--- src/rtl/layer_mixer_pkg.sv ---
package layer_mixer_pkg;

    // One layer pixel: priority, palette, index (index 0 = transparent)
    typedef struct packed {
        logic       prio;
        logic [1:0] pal;
        logic [3:0] idx;
    } layer_pix_t;

    typedef enum logic [1:0] {
        SHADE_NORMAL = 2'd0,
        SHADE_DARK   = 2'd1,
        SHADE_BRIGHT = 2'd2
    } shade_t;

    typedef enum logic [2:0] {
        SRC_BG  = 3'd0,
        SRC_FG  = 3'd1,
        SRC_WIN = 3'd2,
        SRC_BP  = 3'd3,
        SRC_SPR = 3'd4
    } src_t;

    typedef enum logic [1:0] {
        PICK_BG,
        PICK_SPR,
        PICK_FG,
        PICK_BP
    } pick_t;

    // Debug word, MSB first: bright flag, dark flag, priority, source
    typedef struct packed {
        logic bright;
        logic dark;
        logic prio;
        src_t src;
    } dbg_t;

    typedef struct packed {
        logic [5:0] color;
        shade_t     shade;
        dbg_t       dbg;
    } mix_out_t;

    localparam logic [5:0] OP_DARK_COLOR   = 6'h3F;
    localparam logic [5:0] OP_BRIGHT_COLOR = 6'h3E;
    localparam logic [3:0] KEEP_LIT_IDX    = 4'hE;

    function automatic logic opaque(input layer_pix_t p);
        return p.idx != 4'd0;
    endfunction

    function automatic logic urgent(input layer_pix_t p);
        return p.prio && (p.idx != 4'd0);
    endfunction

    function automatic logic [5:0] color_of(input layer_pix_t p);
        return {p.pal, p.idx};
    endfunction

endpackage

--- src/rtl/mixer_linebuf.sv ---
module mixer_linebuf #(
    parameter int DEPTH = 32,
    parameter int WIDTH = 7,
    localparam int AW = $clog2(DEPTH)
) (
    input  logic             clk,
    input  logic             rst,
    input  logic             wr_en,
    input  logic [AW-1:0]    wr_idx,
    input  logic [WIDTH-1:0] wr_data,
    input  logic [AW-1:0]    rd_idx,
    output logic [WIDTH-1:0] rd_data
);
    // DEPTH is a power of two so index arithmetic wraps for free
    logic [WIDTH-1:0] mem [DEPTH];

    always_ff @(posedge clk) begin
        if (rst) begin
            for (int i = 0; i < DEPTH; i++) begin
                mem[i] <= '0;
            end
        end else if (wr_en) begin
            mem[wr_idx] <= wr_data;
        end
    end

    assign rd_data = mem[rd_idx];

endmodule

--- src/rtl/mixer_scan.sv ---
module mixer_scan #(
    parameter int DEPTH  = 32,
    parameter int FINE_W = 4,
    localparam int AW    = $clog2(DEPTH),
    localparam int GROUP = 1 << FINE_W
) (
    input  logic              clk,
    input  logic              rst,
    input  logic              line_start,
    input  logic              advance,
    input  logic [FINE_W-1:0] a_fine,
    input  logic [FINE_W-1:0] b_fine,
    input  logic              window_on,
    output logic [AW-1:0]     a_idx,
    output logic [AW-1:0]     b_idx
);
    logic [FINE_W-1:0] grp_pos;
    logic [AW-1:0]     grp_base;
    logic [AW-1:0]     cur;

    always_ff @(posedge clk) begin
        if (rst || line_start) begin
            grp_pos  <= '0;
            grp_base <= '0;
        end else if (advance) begin
            grp_pos <= grp_pos + 1'b1;
            if (grp_pos == FINE_W'(GROUP - 1)) begin
                grp_base <= grp_base + AW'(GROUP);
            end
        end
    end

    assign cur   = grp_base + AW'(grp_pos);
    assign a_idx = window_on ? cur : cur - AW'(a_fine);
    assign b_idx = cur - AW'(b_fine);

endmodule

--- src/rtl/mixer_resolve.sv ---
module mixer_resolve
    import layer_mixer_pkg::*;
(
    input  layer_pix_t spr,
    input  layer_pix_t fg,
    input  layer_pix_t bp,
    input  logic       window_on,
    input  logic       sh_enable,
    input  logic [5:0] bg_color,
    output mix_out_t   res
);
    pick_t  pick;
    shade_t shade;
    logic   op_hit;
    logic   dim;
    src_t   fg_src;

    assign fg_src = window_on ? SRC_WIN : SRC_FG;
    assign op_hit = sh_enable &&
                    (color_of(spr) == OP_DARK_COLOR || color_of(spr) == OP_BRIGHT_COLOR);

    // Winner selection and shade
    always_comb begin
        pick  = PICK_BG;
        shade = SHADE_NORMAL;
        dim   = 1'b0;
        if (op_hit) begin
            if (urgent(fg))       pick = PICK_FG;
            else if (urgent(bp))  pick = PICK_BP;
            else if (opaque(fg))  pick = PICK_FG;
            else if (opaque(bp))  pick = PICK_BP;
            shade = (color_of(spr) == OP_DARK_COLOR) ? SHADE_DARK : SHADE_BRIGHT;
        end else if (urgent(spr)) begin
            pick = PICK_SPR;
        end else if (urgent(fg)) begin
            pick = PICK_FG;
        end else if (urgent(bp)) begin
            pick = PICK_BP;
        end else begin
            dim = sh_enable && !fg.prio && !bp.prio;
            if (opaque(spr)) begin
                pick = PICK_SPR;
                if (spr.idx == KEEP_LIT_IDX) dim = 1'b0;
            end else if (opaque(fg)) begin
                pick = PICK_FG;
            end else if (opaque(bp)) begin
                pick = PICK_BP;
            end
            shade = dim ? SHADE_DARK : SHADE_NORMAL;
        end
    end

    // Map the winner to color and debug word
    always_comb begin
        res            = '0;
        res.shade      = shade;
        res.dbg.dark   = (shade == SHADE_DARK);
        res.dbg.bright = (shade == SHADE_BRIGHT);
        unique case (pick)
            PICK_SPR: begin
                res.color    = color_of(spr);
                res.dbg.prio = spr.prio;
                res.dbg.src  = SRC_SPR;
            end
            PICK_FG: begin
                res.color    = color_of(fg);
                res.dbg.prio = fg.prio;
                res.dbg.src  = fg_src;
            end
            PICK_BP: begin
                res.color    = color_of(bp);
                res.dbg.prio = bp.prio;
                res.dbg.src  = SRC_BP;
            end
            default: begin
                res.color    = bg_color;
                res.dbg.prio = 1'b0;
                res.dbg.src  = SRC_BG;
            end
        endcase
    end

endmodule

--- src/rtl/layer_mixer.sv ---
module layer_mixer
    import layer_mixer_pkg::*;
#(
    parameter int BUF_DEPTH = 32,
    parameter int FINE_W    = 4,
    localparam int IDX_W    = $clog2(BUF_DEPTH),
    localparam int PIX_W    = $bits(layer_pix_t),
    localparam int PLANES   = 2
) (
    input  logic              clk,
    input  logic              rst,
    input  logic              line_start,
    input  logic              a_wr_en,
    input  logic [IDX_W-1:0]  a_wr_idx,
    input  logic [PIX_W-1:0]  a_wr_pix,
    input  logic              b_wr_en,
    input  logic [IDX_W-1:0]  b_wr_idx,
    input  logic [PIX_W-1:0]  b_wr_pix,
    input  logic              in_valid,
    input  logic [PIX_W-1:0]  spr_pix,
    input  logic [FINE_W-1:0] a_fine,
    input  logic [FINE_W-1:0] b_fine,
    input  logic              window_on,
    input  logic              sh_enable,
    input  logic [5:0]        bg_color,
    output logic              out_valid,
    output logic [5:0]        out_color,
    output logic [1:0]        out_shade,
    output logic [5:0]        out_dbg
);
    logic [PLANES-1:0] wr_en_v;
    logic [IDX_W-1:0]  wr_idx_v [PLANES];
    logic [PIX_W-1:0]  wr_pix_v [PLANES];
    logic [IDX_W-1:0]  rd_idx_v [PLANES];
    logic [PIX_W-1:0]  rd_pix_v [PLANES];
    logic [PIX_W-1:0]  pix_a;
    logic [PIX_W-1:0]  pix_b;
    mix_out_t          nxt;
    mix_out_t          out_q;

    assign wr_en_v     = {b_wr_en, a_wr_en};
    assign wr_idx_v[0] = a_wr_idx;
    assign wr_idx_v[1] = b_wr_idx;
    assign wr_pix_v[0] = a_wr_pix;
    assign wr_pix_v[1] = b_wr_pix;

    mixer_scan #(.DEPTH(BUF_DEPTH), .FINE_W(FINE_W)) u_scan (
        .clk        (clk),
        .rst        (rst),
        .line_start (line_start),
        .advance    (in_valid),
        .a_fine     (a_fine),
        .b_fine     (b_fine),
        .window_on  (window_on),
        .a_idx      (rd_idx_v[0]),
        .b_idx      (rd_idx_v[1])
    );

    for (genvar p = 0; p < PLANES; p++) begin : g_plane
        mixer_linebuf #(.DEPTH(BUF_DEPTH), .WIDTH(PIX_W)) u_buf (
            .clk     (clk),
            .rst     (rst),
            .wr_en   (wr_en_v[p]),
            .wr_idx  (wr_idx_v[p]),
            .wr_data (wr_pix_v[p]),
            .rd_idx  (rd_idx_v[p]),
            .rd_data (rd_pix_v[p])
        );
    end

    assign pix_a = rd_pix_v[0];
    assign pix_b = rd_pix_v[1];

    mixer_resolve u_resolve (
        .spr       (layer_pix_t'(spr_pix)),
        .fg        (layer_pix_t'(pix_a)),
        .bp        (layer_pix_t'(pix_b)),
        .window_on (window_on),
        .sh_enable (sh_enable),
        .bg_color  (bg_color),
        .res       (nxt)
    );

    always_ff @(posedge clk) begin
        if (rst) begin
            out_valid <= 1'b0;
            out_q     <= '0;
        end else begin
            out_valid <= in_valid;
            if (in_valid) begin
                out_q <= nxt;
            end
        end
    end

    assign out_color = out_q.color;
    assign out_shade = out_q.shade;
    assign out_dbg   = out_q.dbg;

endmodule

--- config.mk ---
export PLATFORM = sky130hd
export DESIGN_NAME = layer_mixer
export DESIGN_NICKNAME = d
export VERILOG_FILES = /design/src/rtl/layer_mixer_pkg.sv /design/src/rtl/mixer_linebuf.sv /design/src/rtl/mixer_scan.sv /design/src/rtl/mixer_resolve.sv /design/src/rtl/layer_mixer.sv
export SDC_FILE = /design/constraint.sdc
export NUM_CORES = 1
export LEC_CHECK = 0
export BUFFER_PORTS_ARGS = -buffer_cell sky130_fd_sc_hd__buf_2
export CORE_ASPECT_RATIO = 1.5
export CORE_MARGIN = 3
export CORE_UTILIZATION = 36
export DETAILED_ROUTE_END_ITERATION = 8
export PLACE_DENSITY = 0.59
export SLEW_MARGIN = 20
export SYNTH_ARGS = -nofsm -noshare
export SYNTH_HDL_FRONTEND = slang
export SYNTH_SLANG_ARGS = --single-unit
--- constraint.sdc ---
create_clock -name clk -period 9.97 [get_ports clk]
set_clock_uncertainty 0.15 [all_clocks]
set_input_delay 0.4985 -clock clk [delete_from_list [all_inputs] [get_ports clk]]
set_output_delay 0.4985 -clock clk [all_outputs]
set_load 0.03 [all_outputs]
==> results.ini <==
[power_and_ir_drop]
p_leak_nw=9.14
pwr_density_cell_nw_per_um2=184
vdd_ir_drop_max_mv=0.146

[layout]
layout_commonest_cell=and2_1
final_cell_area_um2=25500
drive_gt1_share_pct=17.4
area_growth_pct=10.9
nFillCells=5759
fin_util_pct=40.6
layout_common_cells=450 x and2_1, 448 x edfxtp_1, 85 x nor2_1, 85 x nand2_1, 67 x buf_2
fin_nets=1851

[place]
placed_area_um2=23900
io_buffers=67
gp_congestion=0.859
post-place-ws_ns=4.23
place.detailed.hpwl_mm=43.5

[grt]
antenna_found_initial=4
grt_max_degree=59
track_usage_pct=18.9
grt_pass1_wl_mm=93.7
grt_pass1_vias=14828
grt_overflow=0

[worst_setup_path]
crit_arrival_ns=6.18
crit_buf_inv=3
critPathSlowestCell=o21ai_1
critical_path_class=reg2reg
startpoint_type=flip-flop
cp.required_ns=10.29
timing.critical_path.slowest_cell_delay_ns=0.77
path_common_cell=buf_4
critical_path.cell_chain=inv_2, ha_1, fa_1, nand2b_4, buf_4, nand2_2, buf_4, a211oi_1, a2111oi_0, mux2_4, nor4_4, mux2i_4, o21ai_1, a21oi_1, a21o_1, a221o_1
crit_fanout=52
worst_path_dominant_cell_family=compound AO/OA/AOI/OAI gates
end_kind=flip-flop

[clock_network]
clock-sinks=466
cts_buffers=49
cts_tree=built
cts-root-buf=clkbuf_16
cts_setup_buffers=0
clk_path_buf_depth=3
cts_htree_levels=2
clock_latency_ns=0.59
path_clk_slew_ns=0.06

[synth]
synth_edf_count=448
synth_warnings=0
ys_ff_latch=466
postSynth.asyncResetShare_pct=0
yosysSeqAreaShare_pct=60.2
synth.distinct_cells=72
netlist_instances=1770
synth_nets=1834
netlist_area_um2=23000
synth.avg_cell_area_um2=13.0
synth_flop_cell=edfxtp_1

[die]
die_y_um=315
pin_count=68
start_util_pct=36.6
die_area_um2=66900
rows=112
coreArea_um2=62600
die_w_um=212

[drt]
first_pass_iters=5
vias_per_cell=5.40
wl_per_cell_um=23.9
dr_total_vias=14181
drc_errors=0
drt_iter0_markers=1002
ant_nets=0
routed_wl_mm=62.8

[sta]
finalSetupTns_ns=0
rsz0062_at_grt=false
hold_ws_ns=0.178
worst_pin_slew_ns=1.15
worst_slack_ns=4.11
relSlewSlack_pct=23.5
min_period_over_period_pct=58.8
drv_slew=0
fmax_mhz=171
timing.final.hold_violations=0
setup_viol=0
min_period_ns=5.86

[status]
status=finished clean

[flow_run]
maxCapViolations=0

[hold_path]
min_path_type=in2reg

-- synth_stat cells, drive strengths merged (16+ instances only) --
library cell    n  area (µm²)
mux4           66        1490
dfxtp          18         360
mux2i          34         353
or2            64         400
a211oi         49         373
clkbuf         82         308
and3           57         357
and2          451        2820
nand3          46         230
o21ai          16        80.1
a21oi          17        88.8
nor2           87         337
edfxtp        448       13500
nand2          87         337
buf            33         219
o211ai         21         158
inv            34         128
-- sequential cells by signal (all words and copies together), names as in the netlist --
signal	cells
u_scan.grp_base	1
g_plane.u_buf.mem	448
out_shade	2
out_valid	1
out_color	6
u_scan.grp_pos	4
out_dbg	4
-- where the power goes --
group / internal [W] / switching, W
sequential: 0.00225 / 0.0000459
clock: 0.00105 / 0.000756
combinational: 0.000209 / 0.000367
total: 0.00351 / 0.00117
-- per-stage QoR --
stage               std cells  total power, W
floorplan                1770         0.00270
global placement         2533         0.00291
detailed placement       2533         0.00292
CTS                      2622         0.00471
global route             2622         0.00484
finish                   2624         0.00468
-- per-layer routing --
| layer | wire, µm | part of all wire (%) | GRT usage [%] |
|---|---|---|---|
| met4 | 3370 | 5.4 | 9.14 |
| met5 | 35 | 0.056 | 0 |
| met1 | 22200 | 35 | 20.4 |
| met3 | 3190 | 5.1 | 3.05 |
| met2 | 34000 | 54 | 35.5 |
-- final timing paths --
| kind | cells after the start | end | slack, ns | from |
|---|---|---|---|---|
| worst min-delay path | 3 | out_color[3] | 0.18 | bg_color[3] |
| worst max register to register | 16 | out_color[0] | 4.11 | u_scan.grp_pos[0] |
| worst min register to register | 2 | out_dbg[2] | 0.37 | out_dbg[2] |
| worst max-delay path | 16 | out_color[0] | 4.11 | u_scan.grp_pos[0] |
-- worst reg2reg max path: stages, from the launching register on --
cell       delay (ns)
dfxtp_1          0.50
inv_2            0.17
ha_1             0.25
fa_1             0.51
nand2b_4         0.10
buf_4            0.39
nand2_2          0.54
buf_4            0.44
a211oi_1         0.32
a2111oi_0        0.12
mux2_4           0.33
nor4_4           0.30
mux2i_4          0.17
o21ai_1          0.77
a21oi_1          0.17
a21o_1           0.21
a221o_1          0.31
-- area by class of cell --
class	count	area (µm²)	share of cell area (%)
Multi-Input combinational cell	1155	8520	33.5
Inverter	34	128	0.501
Clock buffer	59	1260	4.97
Timing Repair Buffer	81	443	1.74
Sequential cell	466	13800	54.3
Clock inverter	29	285	1.12
Antenna cell	2	5.00	0.0197
Tap cell	798	998	3.92
-- kinds of logic after synthesis --
group                    count (synthesis)  synth area share (%)
flip-flops                             466                  60.2
adder cells (fa/ha/maj)                 11                 0.665
XOR/XNOR                                10                 0.414
AO/OA/AOI/OAI                          176                  6.00
buffers and inverters                  149                  2.85
AND/OR/NAND/NOR                        849                  21.4
multiplexers                           109                  8.50
-- repair_timing --
action,4_1_cts,5_1_grt
endpoints found under the hold margin,5,0
hold buffers,1,0
gates resized for setup,0,0
endpoints found under the setup margin,0,0
No activity file was read; power rests on OpenSTA's default activity.
